==> config.mk <==
export PLATFORM = sky130hd
export DESIGN_NAME = ckstop_gate_top
export DESIGN_NICKNAME = d
export VERILOG_FILES = /design/src/rtl/ckg_pkg.sv /design/src/rtl/ckg_divider.sv /design/src/rtl/ckg_stop_ctrl.sv /design/src/rtl/ckg_out_bank.sv /design/src/rtl/ckstop_gate_top.sv
export SDC_FILE = /design/constraint.sdc
export NUM_CORES = 1
export LEC_CHECK = 0
export BUFFER_PORTS_ARGS = -buffer_cell sky130_fd_sc_hd__buf_2
export CAP_MARGIN = 30
export CORE_UTILIZATION = 40
export CTS_CLUSTER_DIAMETER = 100
export CTS_CLUSTER_SIZE = 30
export DETAILED_ROUTE_END_ITERATION = 10
export PLACE_DENSITY = 0.59
export RECOVER_POWER = 25
export SYNTH_ARGS = -nofsm -noshare
export SYNTH_HDL_FRONTEND = slang
export SYNTH_SLANG_ARGS = --single-unit
==> constraint.sdc <==
create_clock -name clk -period 3.7 [get_ports clk]
set_input_delay 0.74 -clock clk [delete_from_list [all_inputs] [get_ports clk]]
set_output_delay 0.74 -clock clk [all_outputs]
set_load 0.03 [all_outputs]
==> src/rtl/ckg_pkg.sv <==
`timescale 1ns/1ps
// Shared definitions for the clock stop gating controller.
// Assumes: nothing beyond a synthesizable SystemVerilog tool flow.
package ckg_pkg;

    // Run state of one clock family.
    typedef enum logic {
        GRP_HALT = 1'b0,
        GRP_RUN  = 1'b1
    } grp_state_e;

    // Width of a counter that must hold values 0 .. n-1 (at least 1 bit).
    function automatic int cnt_width(input int n);
        return (n <= 2) ? 1 : $clog2(n);
    endfunction

endpackage

==> src/rtl/ckg_divider.sv <==
`timescale 1ns/1ps
// Divides a step enable by 2*HALF into a square-wave phase.
// The rise_tick and fall_tick outputs flag the cycle at whose closing edge
// the phase goes high or low. phase_nxt is the phase value after that edge.
// Assumes: HALF >= 1 and step asserted at the rate being divided.
// After reset the phase is high, so the first tick is a falling one.
module ckg_divider #(
    parameter int HALF = 2
) (
    input  logic clk,
    input  logic rst_n,
    input  logic step,
    output logic phase_nxt,
    output logic rise_tick,
    output logic fall_tick
);
    localparam int CW = ckg_pkg::cnt_width(HALF);
    localparam logic [CW-1:0] LAST = CW'(HALF - 1);

    logic          phase;
    logic [CW-1:0] cnt;
    logic          wrap;

    // Decode the end of a half period and the resulting phase.
    always_comb begin
        wrap      = step && (cnt == LAST);
        rise_tick = wrap && !phase;
        fall_tick = wrap && phase;
        phase_nxt = phase ^ wrap;
    end

    // Advance the half-period counter and the phase on each step.
    always_ff @(posedge clk) begin
        if (!rst_n) begin
            cnt   <= '0;
            phase <= 1'b1;
        end else if (step) begin
            cnt   <= wrap ? '0 : cnt + 1'b1;
            phase <= phase_nxt;
        end
    end
endmodule

==> src/rtl/ckg_stop_ctrl.sv <==
`timescale 1ns/1ps
// Stop/restart control for one clock family.
// The asynchronous active-low request is synchronized by two flops that
// sample on the family's rising ticks. The gate changes only on a falling
// tick, so it never cuts or starts a high phase. After the gate opens it
// stays open for at least MIN_RUN rising ticks. A stop seen earlier
// waits until that count is reached.
// Assumes: rise_tick and fall_tick are never asserted in the same cycle.
module ckg_stop_ctrl #(
    parameter int MIN_RUN = 100
) (
    input  logic clk,
    input  logic rst_n,
    input  logic stop_n,
    input  logic rise_tick,
    input  logic fall_tick,
    output logic gate
);
    import ckg_pkg::*;

    localparam int RW = cnt_width(MIN_RUN + 1);
    localparam logic [RW-1:0] RUN_DONE = RW'(MIN_RUN);

    logic          sync1, sync2;
    logic [RW-1:0] run_cnt;
    grp_state_e    state;

    // Two-stage synchronizer clocked by the family's rising ticks.
    always_ff @(posedge clk) begin
        if (!rst_n) begin
            sync1 <= 1'b1;
            sync2 <= 1'b1;
        end else if (rise_tick) begin
            sync1 <= stop_n;
            sync2 <= sync1;
        end
    end

    // Count pulses while running and move the gate only in the low phase.
    always_ff @(posedge clk) begin
        if (!rst_n) begin
            state   <= GRP_RUN;
            run_cnt <= '0;
        end else begin
            if (rise_tick && state == GRP_RUN && run_cnt != RUN_DONE)
                run_cnt <= run_cnt + 1'b1;
            if (fall_tick) begin
                case (state)
                    GRP_RUN: begin
                        if (!sync2 && run_cnt == RUN_DONE) begin
                            state   <= GRP_HALT;
                            run_cnt <= '0;
                        end
                    end
                    default: begin
                        if (sync2)
                            state <= GRP_RUN;
                    end
                endcase
            end
        end
    end

    assign gate = (state == GRP_RUN);
endmodule

==> src/rtl/ckg_out_bank.sv <==
`timescale 1ns/1ps
// A bank of N registered clock outputs that share one family phase and gate.
// Enable bits are taken in only on a falling tick, when the phase is about
// to be low, so a mask change cannot shorten a high phase.
// Assumes: gate itself changes only on a falling tick.
module ckg_out_bank #(
    parameter int N = 1
) (
    input  logic         clk,
    input  logic         rst_n,
    input  logic         phase_nxt,
    input  logic         fall_tick,
    input  logic         gate,
    input  logic [N-1:0] en,
    output logic [N-1:0] clk_o
);
    logic [N-1:0] en_q;

    // Capture the enable mask at the start of a low phase.
    always_ff @(posedge clk) begin
        if (!rst_n)
            en_q <= '0;
        else if (fall_tick)
            en_q <= en;
    end

    // Register each output as phase AND gate AND its enable bit.
    for (genvar i = 0; i < N; i++) begin : g_out
        always_ff @(posedge clk) begin
            if (!rst_n)
                clk_o[i] <= 1'b0;
            else
                clk_o[i] <= phase_nxt & gate & en_q[i];
        end
    end
endmodule

==> src/rtl/ckstop_gate_top.sv <==
`timescale 1ns/1ps
// Clock stop gating controller, top level.
// Makes a CPU-rate clock (period 2*CPU_HALF reference cycles) and a
// PCI-rate clock (period 2*PCI_HALF CPU cycles, rising with the CPU clock).
// It gates both families under their own synchronized stop requests and
// enable masks. The free-running outputs ignore the stop requests.
// Assumes: one reference clock domain; stop requests may be asynchronous.
module ckstop_gate_top #(
    parameter int NCPU        = 3,
    parameter int NSDR        = 8,
    parameter int NPCI        = 6,
    parameter int CPU_HALF    = 2,
    parameter int PCI_HALF    = 2,
    parameter int CPU_MIN_RUN = 100,
    parameter int PCI_MIN_RUN = 10
) (
    input  logic            clk,
    input  logic            rst_n,
    input  logic            cpu_stop_n,
    input  logic            pci_stop_n,
    input  logic [NCPU-1:0] cpu_en,
    input  logic            cpu_free_en,
    input  logic [NSDR-1:0] sdr_en,
    input  logic            sdr_free_en,
    input  logic [NPCI-1:0] pci_en,
    input  logic            pci_free_en,
    output logic [NCPU-1:0] cpu_clk_o,
    output logic            cpu_free_o,
    output logic [NSDR-1:0] sdr_clk_o,
    output logic            sdr_free_o,
    output logic [NPCI-1:0] pci_clk_o,
    output logic            pci_free_o
);
    logic cpu_phase_nxt, cpu_rise, cpu_fall;
    logic pci_phase_nxt, pci_rise, pci_fall;
    logic cpu_gate, pci_gate;

    // CPU-rate clock from the reference.
    ckg_divider #(.HALF(CPU_HALF)) u_cpu_div (
        .clk(clk), .rst_n(rst_n), .step(1'b1),
        .phase_nxt(cpu_phase_nxt), .rise_tick(cpu_rise), .fall_tick(cpu_fall)
    );

    // PCI-rate clock, stepped on CPU rising ticks.
    ckg_divider #(.HALF(PCI_HALF)) u_pci_div (
        .clk(clk), .rst_n(rst_n), .step(cpu_rise),
        .phase_nxt(pci_phase_nxt), .rise_tick(pci_rise), .fall_tick(pci_fall)
    );

    ckg_stop_ctrl #(.MIN_RUN(CPU_MIN_RUN)) u_cpu_stop (
        .clk(clk), .rst_n(rst_n), .stop_n(cpu_stop_n),
        .rise_tick(cpu_rise), .fall_tick(cpu_fall), .gate(cpu_gate)
    );

    ckg_stop_ctrl #(.MIN_RUN(PCI_MIN_RUN)) u_pci_stop (
        .clk(clk), .rst_n(rst_n), .stop_n(pci_stop_n),
        .rise_tick(pci_rise), .fall_tick(pci_fall), .gate(pci_gate)
    );

    ckg_out_bank #(.N(NCPU)) u_cpu_bank (
        .clk(clk), .rst_n(rst_n), .phase_nxt(cpu_phase_nxt), .fall_tick(cpu_fall),
        .gate(cpu_gate), .en(cpu_en), .clk_o(cpu_clk_o)
    );

    ckg_out_bank #(.N(NSDR)) u_sdr_bank (
        .clk(clk), .rst_n(rst_n), .phase_nxt(cpu_phase_nxt), .fall_tick(cpu_fall),
        .gate(cpu_gate), .en(sdr_en), .clk_o(sdr_clk_o)
    );

    ckg_out_bank #(.N(1)) u_cpu_free (
        .clk(clk), .rst_n(rst_n), .phase_nxt(cpu_phase_nxt), .fall_tick(cpu_fall),
        .gate(1'b1), .en(cpu_free_en), .clk_o(cpu_free_o)
    );

    ckg_out_bank #(.N(1)) u_sdr_free (
        .clk(clk), .rst_n(rst_n), .phase_nxt(cpu_phase_nxt), .fall_tick(cpu_fall),
        .gate(1'b1), .en(sdr_free_en), .clk_o(sdr_free_o)
    );

    ckg_out_bank #(.N(NPCI)) u_pci_bank (
        .clk(clk), .rst_n(rst_n), .phase_nxt(pci_phase_nxt), .fall_tick(pci_fall),
        .gate(pci_gate), .en(pci_en), .clk_o(pci_clk_o)
    );

    ckg_out_bank #(.N(1)) u_pci_free (
        .clk(clk), .rst_n(rst_n), .phase_nxt(pci_phase_nxt), .fall_tick(pci_fall),
        .gate(1'b1), .en(pci_free_en), .clk_o(pci_free_o)
    );
endmodule

==> results.json, run 1 <==
{
  "dp_hpwl_mm": 2.569,
  "clkSlewWorstSetupHoldPaths_ns": 0.06,
  "post_route_cells_drive_above_1_share_pct": 22.18,
  "async_flop_share_pct": 0,
  "cellInternalPower_uw": 970.2,
  "cts_made_buffers": 9,
  "clock_tree_from_tritoncts": "built",
  "synth_warnings": 0,
  "detailedRoute.firstPassIterationCount": 4,
  "global_route_wire_length_before_repair_mm": 6.548,
  "post_cts_resize_count": 0,
  "worst_setup_path_start_kind": "primary input",
  "worst-slew-pin-transition_ns": 1.228,
  "die_x_um": 77.39,
  "ant_nets": 0,
  "power.switching_fraction_pct": 22.70,
  "gp_congestion": 0.6952,
  "fmaxAchievable_ghz": 0.4099,
  "finClkSkew_ns": 0.006401,
  "timing.max_cap.violations": 0,
  "ir_drop_uv": 315.3,
  "global_route_usage_over_all_layers_pct": 14.49,
  "finalSetupViolCount": 0,
  "post-route-drc-count": 0,
  "antenna_found_initial": 0,
  "maxSlewViolCount": 0,
  "total_switching_power_uw": 284.9,
  "cts-hold-fix-buffers": 0,
  "cts.sink_count": 61,
  "floorplan.rows": 27,
  "post-cts-setup-buffer-count": 0,
  "cts_root_cell": "clkbuf_8",
  "layout_min_cycle_time_ns": 2.439,
  "post-route-period-util_pct": 65.93,
  "netlist_area_um2": 2273,
  "power.combinational.fraction_pct": 6.9,
  "ctsLongestPathBuffers": 2,
  "first_iter_violations": 46,
  "placedInstanceArea_um2": 2556,
  "run_status": "finished, final reports clean",
  "power_frac_seq_pct": 54.4,
  "power_frac_clock_pct": 38.7,
  "timing.final.hold_violations": 0,
  "route.final.wire_length_mm": 3.882,
  "ys_types": 29,
  "setup-tns-final_ns": 0,
  "antenna-diode-count": 0,
  "worstHoldPathType": "reg2reg",
  "route.vias.total": 1536,
  "mappedNetlistNets": 247,
  "vias_in_the_first_global_route": 1412,
  "clk_latency_ns": 0.33,
  "multi_input_gate_area_in_the_final_layout_um2": 988.4,
  "relSlewSlack_pct": 18.12,
  "synth.yosys.seq_area_share_pct": 53.71,
  "critical_path_peak_fanout": 35,
  "fillerInstances": 545,
  "htreeDepth": 3,
  "nets": 294,
  "post_synth_inst_count": 215,
  "avgRoutedWirePerCell_um": 11.49,
  "final_standard_cell_area_without_fillers_um2": 2711,
  "height_of_the_chip_um": 77.39,
  "ioPinCount": 44,
  "ys_dominant_reg_cell": "dfxtp_1",
  "synth_enable_flop_cells": 0,
  "growth_of_design_area_from_synthesis_to_finish_pct": 19.26,
  "dieArea_um2": 5989,
  "critical_path_required_ns": 3.97,
  "core_region_area_um2": 5507,
  "power_per_cell_area_nw_per_um2": 462.9,
  "route.detailed.vias_per_inst": 4.544,
  "crit_arrival_ns": 2.71,
  "sequential_cell_area_um2": 1221,
  "port_buffers": 43,
  "worst_setup_path_end_kind": "flop",
  "globalRoute.totalOverflow": 0,
  "initial_cell_density_of_the_core_pct": 41.29,
  "leakagePower_uw": 0.001209,
  "worst-setup-path-type": "in2reg",
  "syn_area_per_cell_um2": 10.57,
  "grt_max_degree": 36,
  "setup_repair_after_global_routing_missed_its_margin": "false",
  "ys_seq_elements": 61
}
metrics by stage:
| stage | setup slack (ns) | hold slack (ns) | util, % | instances | power (uW) |
|---|---|---|---|---|---|
| 6_report | 1.261 | 0.4526 | 49.24 | 338 | 1255 |
| 5_1_grt | 1.039 | 0.4701 | 49.24 | 338 | 1321 |
| 4_1_cts | 1.453 | 0.4570 | 49.31 | 338 | 1282 |
| 3_5_place_dp | 1.483 | 0.4426 | 46.42 | 323 | 784.9 |
| 3_3_place_gp | 1.576 | 0.4397 | 46.42 | 323 | 784.1 |
| 2_1_floorplan | 1.918 | 0.4264 | - | 215 | 754.8 |
final cells by class:
class	count	area share, %
Clock buffer	13	5.491
Clock inverter	2	0.3692
Inverter	7	0.9691
Multi-Input combinational cell	138	36.46
Sequential cell	61	45.04
Tap cell	72	3.323
Timing Repair Buffer	45	8.353
power by group through the flow:
stage / sequential, uW / clock, uW / combinational (uW)
2_1_floorplan: 705 / 0 / 49.6
3_3_place_gp: 696 / 0 / 87.6
3_5_place_dp: 697 / 0 / 87.9
4_1_cts: 682 / 511 / 88.2
5_1_grt: 684 / 541 / 96.0
6_report: 683 / 486 / 86.3
final timing paths:
kind | endpoint | startpoint | slack, ns | cells past startpoint
min | u_pci_bank.clk_o[2] | u_pci_bank.en_q[2] | 0.45 | 1
max reg2reg | u_pci_stop.run_cnt[1] | u_cpu_div.cnt | 1.50 | 6
min reg2reg | u_pci_bank.clk_o[2] | u_pci_bank.en_q[2] | 0.45 | 1
max | u_sdr_bank.clk_o[1] | rst_n | 1.26 | 4
layout by cell type (no fill, tap or decap):
cell	netlist	final
a21oi_2	1	1
o21ai_0	3	3
or3_1	1	1
nand2_1	15	15
buf_4	0	1
clkinv_2	0	2
nand4_1	2	2
and3_2	1	1
a21oi_1	1	1
a31o_4	1	1
nor2b_1	23	23
and4b_1	1	1
xor2_1	4	4
and3_1	13	13
a211oi_1	1	1
xnor2_1	4	4
inv_1	7	7
and3b_1	2	2
ha_1	8	8
nand3_1	5	5
o21ai_1	1	1
or3b_1	1	1
nand4b_1	1	1
clkbuf_1	6	4
mux2i_1	25	25
nand2b_1	2	2
buf_2	3	43
clkbuf_8	0	10
and2_1	13	13
dfxtp_1	61	61
nor2_1	8	8
nand3b_1	1	1
cell usage after synthesis (4+ instances only):
master	n	area, um2
xor2_1	4	35.03
xnor2_1	4	35.03
clkbuf_1	6	22.52
nor2b_1	23	143.9
nor2_1	8	30.03
ha_1	8	100.1
inv_1	7	26.28
dfxtp_1	61	1221
mux2i_1	25	250.2
and3_1	13	81.33
nand3_1	5	25.02
nand2_1	15	56.30
and2_1	13	81.33
worst max-delay path, stage by stage:
cell and delay (ns):
buf_2 0.08, clkbuf_1 0.89, nor2b_1 0.74, and3_1 0.25
routing by layer:
| metal | up-vias | track usage [%] | routed length (um) |
|---|---|---|---|
| met4 | 0 | 4.528 | 31 |
| met3 | 4 | 6.941 | 231 |
| met1 | 691 | 17.85 | 1903 |
| li1 | 801 | - | - |
| met5 | - | 0 | 0 |
| met2 | 40 | 22.21 | 1716 |
cell families (layout without fill, tap and decap cells):
group                      after synthesis  count (layout)  synth area share (%)
AOI/OAI and AO/OA                        8               8                 2.586
adders and majority gates                8               8                 4.403
DFF                                     61              61                 53.71
muxes                                   25              25                 11.01
xor gates and xnor gates                 8               8                 3.082
and+or+nand+nor                         89              89                 22.40
buffers and inverters                   16              67                 2.807
registers in the layout, indices dropped and copies added, names as in the netlist, 3 cells and up:
register,flops
u_cpu_bank.clk_o,3
u_cpu_bank.en_q,3
u_cpu_stop.run_cnt,7
u_pci_bank.clk_o,6
u_pci_bank.en_q,6
u_pci_stop.run_cnt,4
u_sdr_bank.clk_o,8
u_sdr_bank.en_q,8
(Power assumes the default switching activity.)
==> run 2: changes to the inputs <==
- ABC_AREA: default -> 1
- clock period: 3.7 -> 2.35 ns (I/O delays scaled with it)
==> run 2 against run 1 <==
  * Final cell count grew 19%
  * Synthesized cell count increased by 30%
  * Clock power rose by 84%
  * Die area rose by 5.5%
  * Global-route usage increased by 1.1 points
  * Routed wire length up 10%
  * First-iteration DRC count unchanged
  * Largest power group unchanged
  * Hold slack worse by 0.097 ns
  * Highest routed layer unchanged
==> results.json, run 2 <==
{
  "run_status": "finished, final reports clean",
  "initial_cell_density_of_the_core_pct": 42.56,
  "crit_arrival_ns": 1.99,
  "post-route-period-util_pct": 73.11,
  "cts-hold-fix-buffers": 0,
  "clkSlewWorstSetupHoldPaths_ns": 0.07,
  "synth_commonest_cells": "61 x dfxtp_1, 38 x inv_1, 38 x nand2_1",
  "timing.final.hold_violations": 0,
  "clock_tree_from_tritoncts": "built",
  "power_frac_clock_pct": 41.6,
  "synth.yosys.seq_area_share_pct": 50.86,
  "route.vias.total": 1837,
  "post_synth_inst_count": 279,
  "largest_registers": "u_sdr_bank.clk_o (8), u_sdr_bank.en_q (8), u_cpu_stop.run_cnt (7)",
  "port_buffers": 43,
  "floorplan.rows": 27,
  "worstReg2RegEnd": "u_pci_stop.run_cnt[3]",
  "height_of_the_chip_um": 79.48,
  "setup_repair_after_global_routing_missed_its_margin": "false",
  "finalSetupViolCount": 0,
  "relSlewSlack_pct": 47.53,
  "syn_area_per_cell_um2": 8.606,
  "timing.critical_path.max_delay_family": "adder cells",
  "worst-setup-path-type": "reg2reg",
  "detailedRoute.firstPassIterationCount": 4,
  "clk_latency_ns": 0.34,
  "route.detailed.vias_per_inst": 4.558,
  "setup-tns-final_ns": 0,
  "timing.reg2reg.worst_path_depth": 10,
  "power_per_cell_area_nw_per_um2": 754.4,
  "dpl_cells": 387,
  "critical_path_peak_fanout": 14,
  "synth_enable_flop_cells": 0,
  "async_flop_share_pct": 0,
  "grt_max_degree": 27,
  "ant_nets": 0,
  "worstReg2RegStart": "u_cpu_div.phase",
  "layout.cells.most_common_list": "61 x dfxtp_1, 38 x nand2_1, 38 x inv_1",
  "die_x_um": 79.48,
  "critical-path-slowest-cell": "dfxtp_1",
  "cellInternalPower_uw": 1614,
  "worst_setup_path_start_kind": "flop",
  "post_cts_resize_count": 0,
  "total_switching_power_uw": 529.4,
  "maxSlewViolCount": 0,
  "critPathMostFrequentCell": "inv_1",
  "globalRoute.totalOverflow": 0,
  "mappedNetlistNets": 311,
  "global_route_usage_over_all_layers_pct": 15.63,
  "critical_path_required_ns": 2.62,
  "post-route-drc-count": 0,
  "fmaxAchievable_ghz": 0.5821,
  "hold-path-cell-count": 3,
  "ys_dominant_reg_cell": "dfxtp_1",
  "final-instance-count-excl-fill": 403,
  "power_frac_seq_pct": 50.7,
  "post_route_cells_drive_above_1_share_pct": 23.26,
  "ctsLongestPathBuffers": 2,
  "cts.sink_count": 61,
  "layout_commonest_cell": "dfxtp_1",
  "cts_made_buffers": 9,
  "ys_types": 30,
  "power.switching_fraction_pct": 24.69,
  "antenna_found_initial": 0,
  "worst-slew-pin-transition_ns": 0.7870,
  "growth_of_design_area_from_synthesis_to_finish_pct": 18.34,
  "p_total_uw": 2144,
  "finClkSkew_ns": 0.006651,
  "yosysTopAreaCellShare_pct": 50.86,
  "netlist_area_um2": 2401,
  "critPathBufInv": 3,
  "worst_setup_path_end_kind": "flop",
  "post-cts-setup-buffer-count": 0,
  "synth_area_leaders": "dfxtp_1 51%, inv_1 5.9%, nand2_1 5.9%",
  "placedInstanceArea_um2": 2669,
  "dieArea_um2": 6316,
  "final_standard_cell_area_without_fillers_um2": 2841,
  "core_region_area_um2": 5642,
  "cts_root_cell": "clkbuf_8",
  "leakagePower_uw": 0.001198,
  "netlist.top_cell.by_area": "dfxtp_1",
  "nets": 358,
  "route.final.wire_length_mm": 4.271,
  "layout_min_cycle_time_ns": 1.718,
  "max_stage_delay_ns": 0.33,
  "avgRoutedWirePerCell_um": 10.60,
  "ir_drop_uv": 358.1,
  "cp_cell_sequence": "inv_1 > ha_1 > nand2_1 > inv_1 > ha_1 > inv_1 > nor2_1 > nand3_1 > nand2_1 > a21oi_1",
  "gp_congestion": 0.7696,
  "worstHoldPathType": "in2reg",
  "r2r_slack_ns": 0.63,
  "power.combinational.fraction_pct": 7.6,
  "htreeDepth": 3,
  "holdCritStartpoint": "pci_en[5]",
  "ioPinCount": 44,
  "antenna-diode-count": 0,
  "global_route_wire_length_before_repair_mm": 7.493,
  "synth_warnings": 0,
  "vias_in_the_first_global_route": 1700,
  "timing.max_cap.violations": 0,
  "yosysMostFrequentCell": "dfxtp_1",
  "hold-path-endpoint": "u_pci_bank.en_q[5]",
  "ys_seq_elements": 61,
  "first_iter_violations": 46,
  "dp_hpwl_mm": 2.954
}
run 2: cell types whose count changed after synthesis, sizes merged, moves of 9 or more:
cell / before / now
inv: 7 / 42
a21oi: 2 / 31
nand2: 15 / 41
mux2i: 25 / 0
nor2: 8 / 33
nor2b: 23 / 0
o21ai: 4 / 25
and3: 14 / 0
and2: 13 / 0
nand3: 5 / 14
run 2: area by class of cell:
| class | count | area [um2] |
|---|---|---|
| Fill cell | 570 | 2800 |
| Sequential cell | 61 | 1221 |
| Multi-Input combinational cell | 167 | 969.7 |
| Timing Repair Buffer | 45 | 211.5 |
| Inverter | 42 | 157.7 |
| Clock buffer | 10 | 127.6 |
| Tap cell | 72 | 90.09 |
| Clock inverter | 6 | 63.81 |
run 2: how the worst max path moves through the flow:
stage | endpoint | startpoint | depth (start not counted) | slack, ns
finish | u_pci_stop.run_cnt[3] | u_cpu_div.phase | 10 | 0.63
floorplan | u_pci_bank.clk_o[1] | u_cpu_div.phase | 8 | 0.85
global route | u_pci_stop.run_cnt[3] | u_cpu_div.cnt | 9 | 0.43
CTS | u_pci_stop.run_cnt[3] | u_cpu_div.phase | 10 | 0.62
detailed placement | u_pci_stop.run_cnt[0] | u_cpu_div.phase | 10 | 0.63
global placement | u_pci_stop.run_cnt[3] | u_cpu_div.phase | 10 | 0.70
run 2: cell families (layout without fill, tap and decap cells):
kind of cell	Yosys count	after routing	share of synthesized area (%)
adder cells (fa/ha/maj)	8	8	4.169
XOR/XNOR	5	5	1.824
flip-flops	61	61	50.86
AND/OR/NAND/NOR	96	96	20.95
buffers and inverters	51	103	8.754
AO/OA/AOI/OAI	58	58	13.44
run 2: power groups by stage:
stage / clock network, uW / logic, uW / registers, uW
floorplan: 0 / 93.8 / 1130
global placement: 0 / 166 / 1110
detailed placement: 0 / 166 / 1110
CTS: 926 / 167 / 1090
global route: 974 / 186 / 1090
finish: 893 / 164 / 1090
run 2: worst register-to-register path, cell delays in order, from the launching register on:
cell,delay [ns]
dfxtp_1,0.33
inv_1,0.04
ha_1,0.24
nand2_1,0.08
inv_1,0.06
ha_1,0.20
inv_1,0.29
nor2_1,0.11
nand3_1,0.08
nand2_1,0.09
a21oi_1,0.13
run 2: through the flow:
stage / hold slack (ns) / setup WS [ns] / utilization [%]
after detailed placement: 0.4226 / 0.6338 / 47.31
after floorplan: 0.4115 / 0.8503 / -
final: 0.3555 / 0.6320 / 50.37
after global placement: 0.4204 / 0.7046 / 47.31
after CTS: 0.3441 / 0.6231 / 50.70
after global routing: 0.3493 / 0.4291 / 50.37
run 2: routing by layer:
metal,track usage [%],vias up,part of all wire [%]
li1,-,974,-
met1,19.07,815,51
met2,23.59,40,41
met3,7.771,8,7.1
met4,5.455,0,1.3
met5,0,-,0
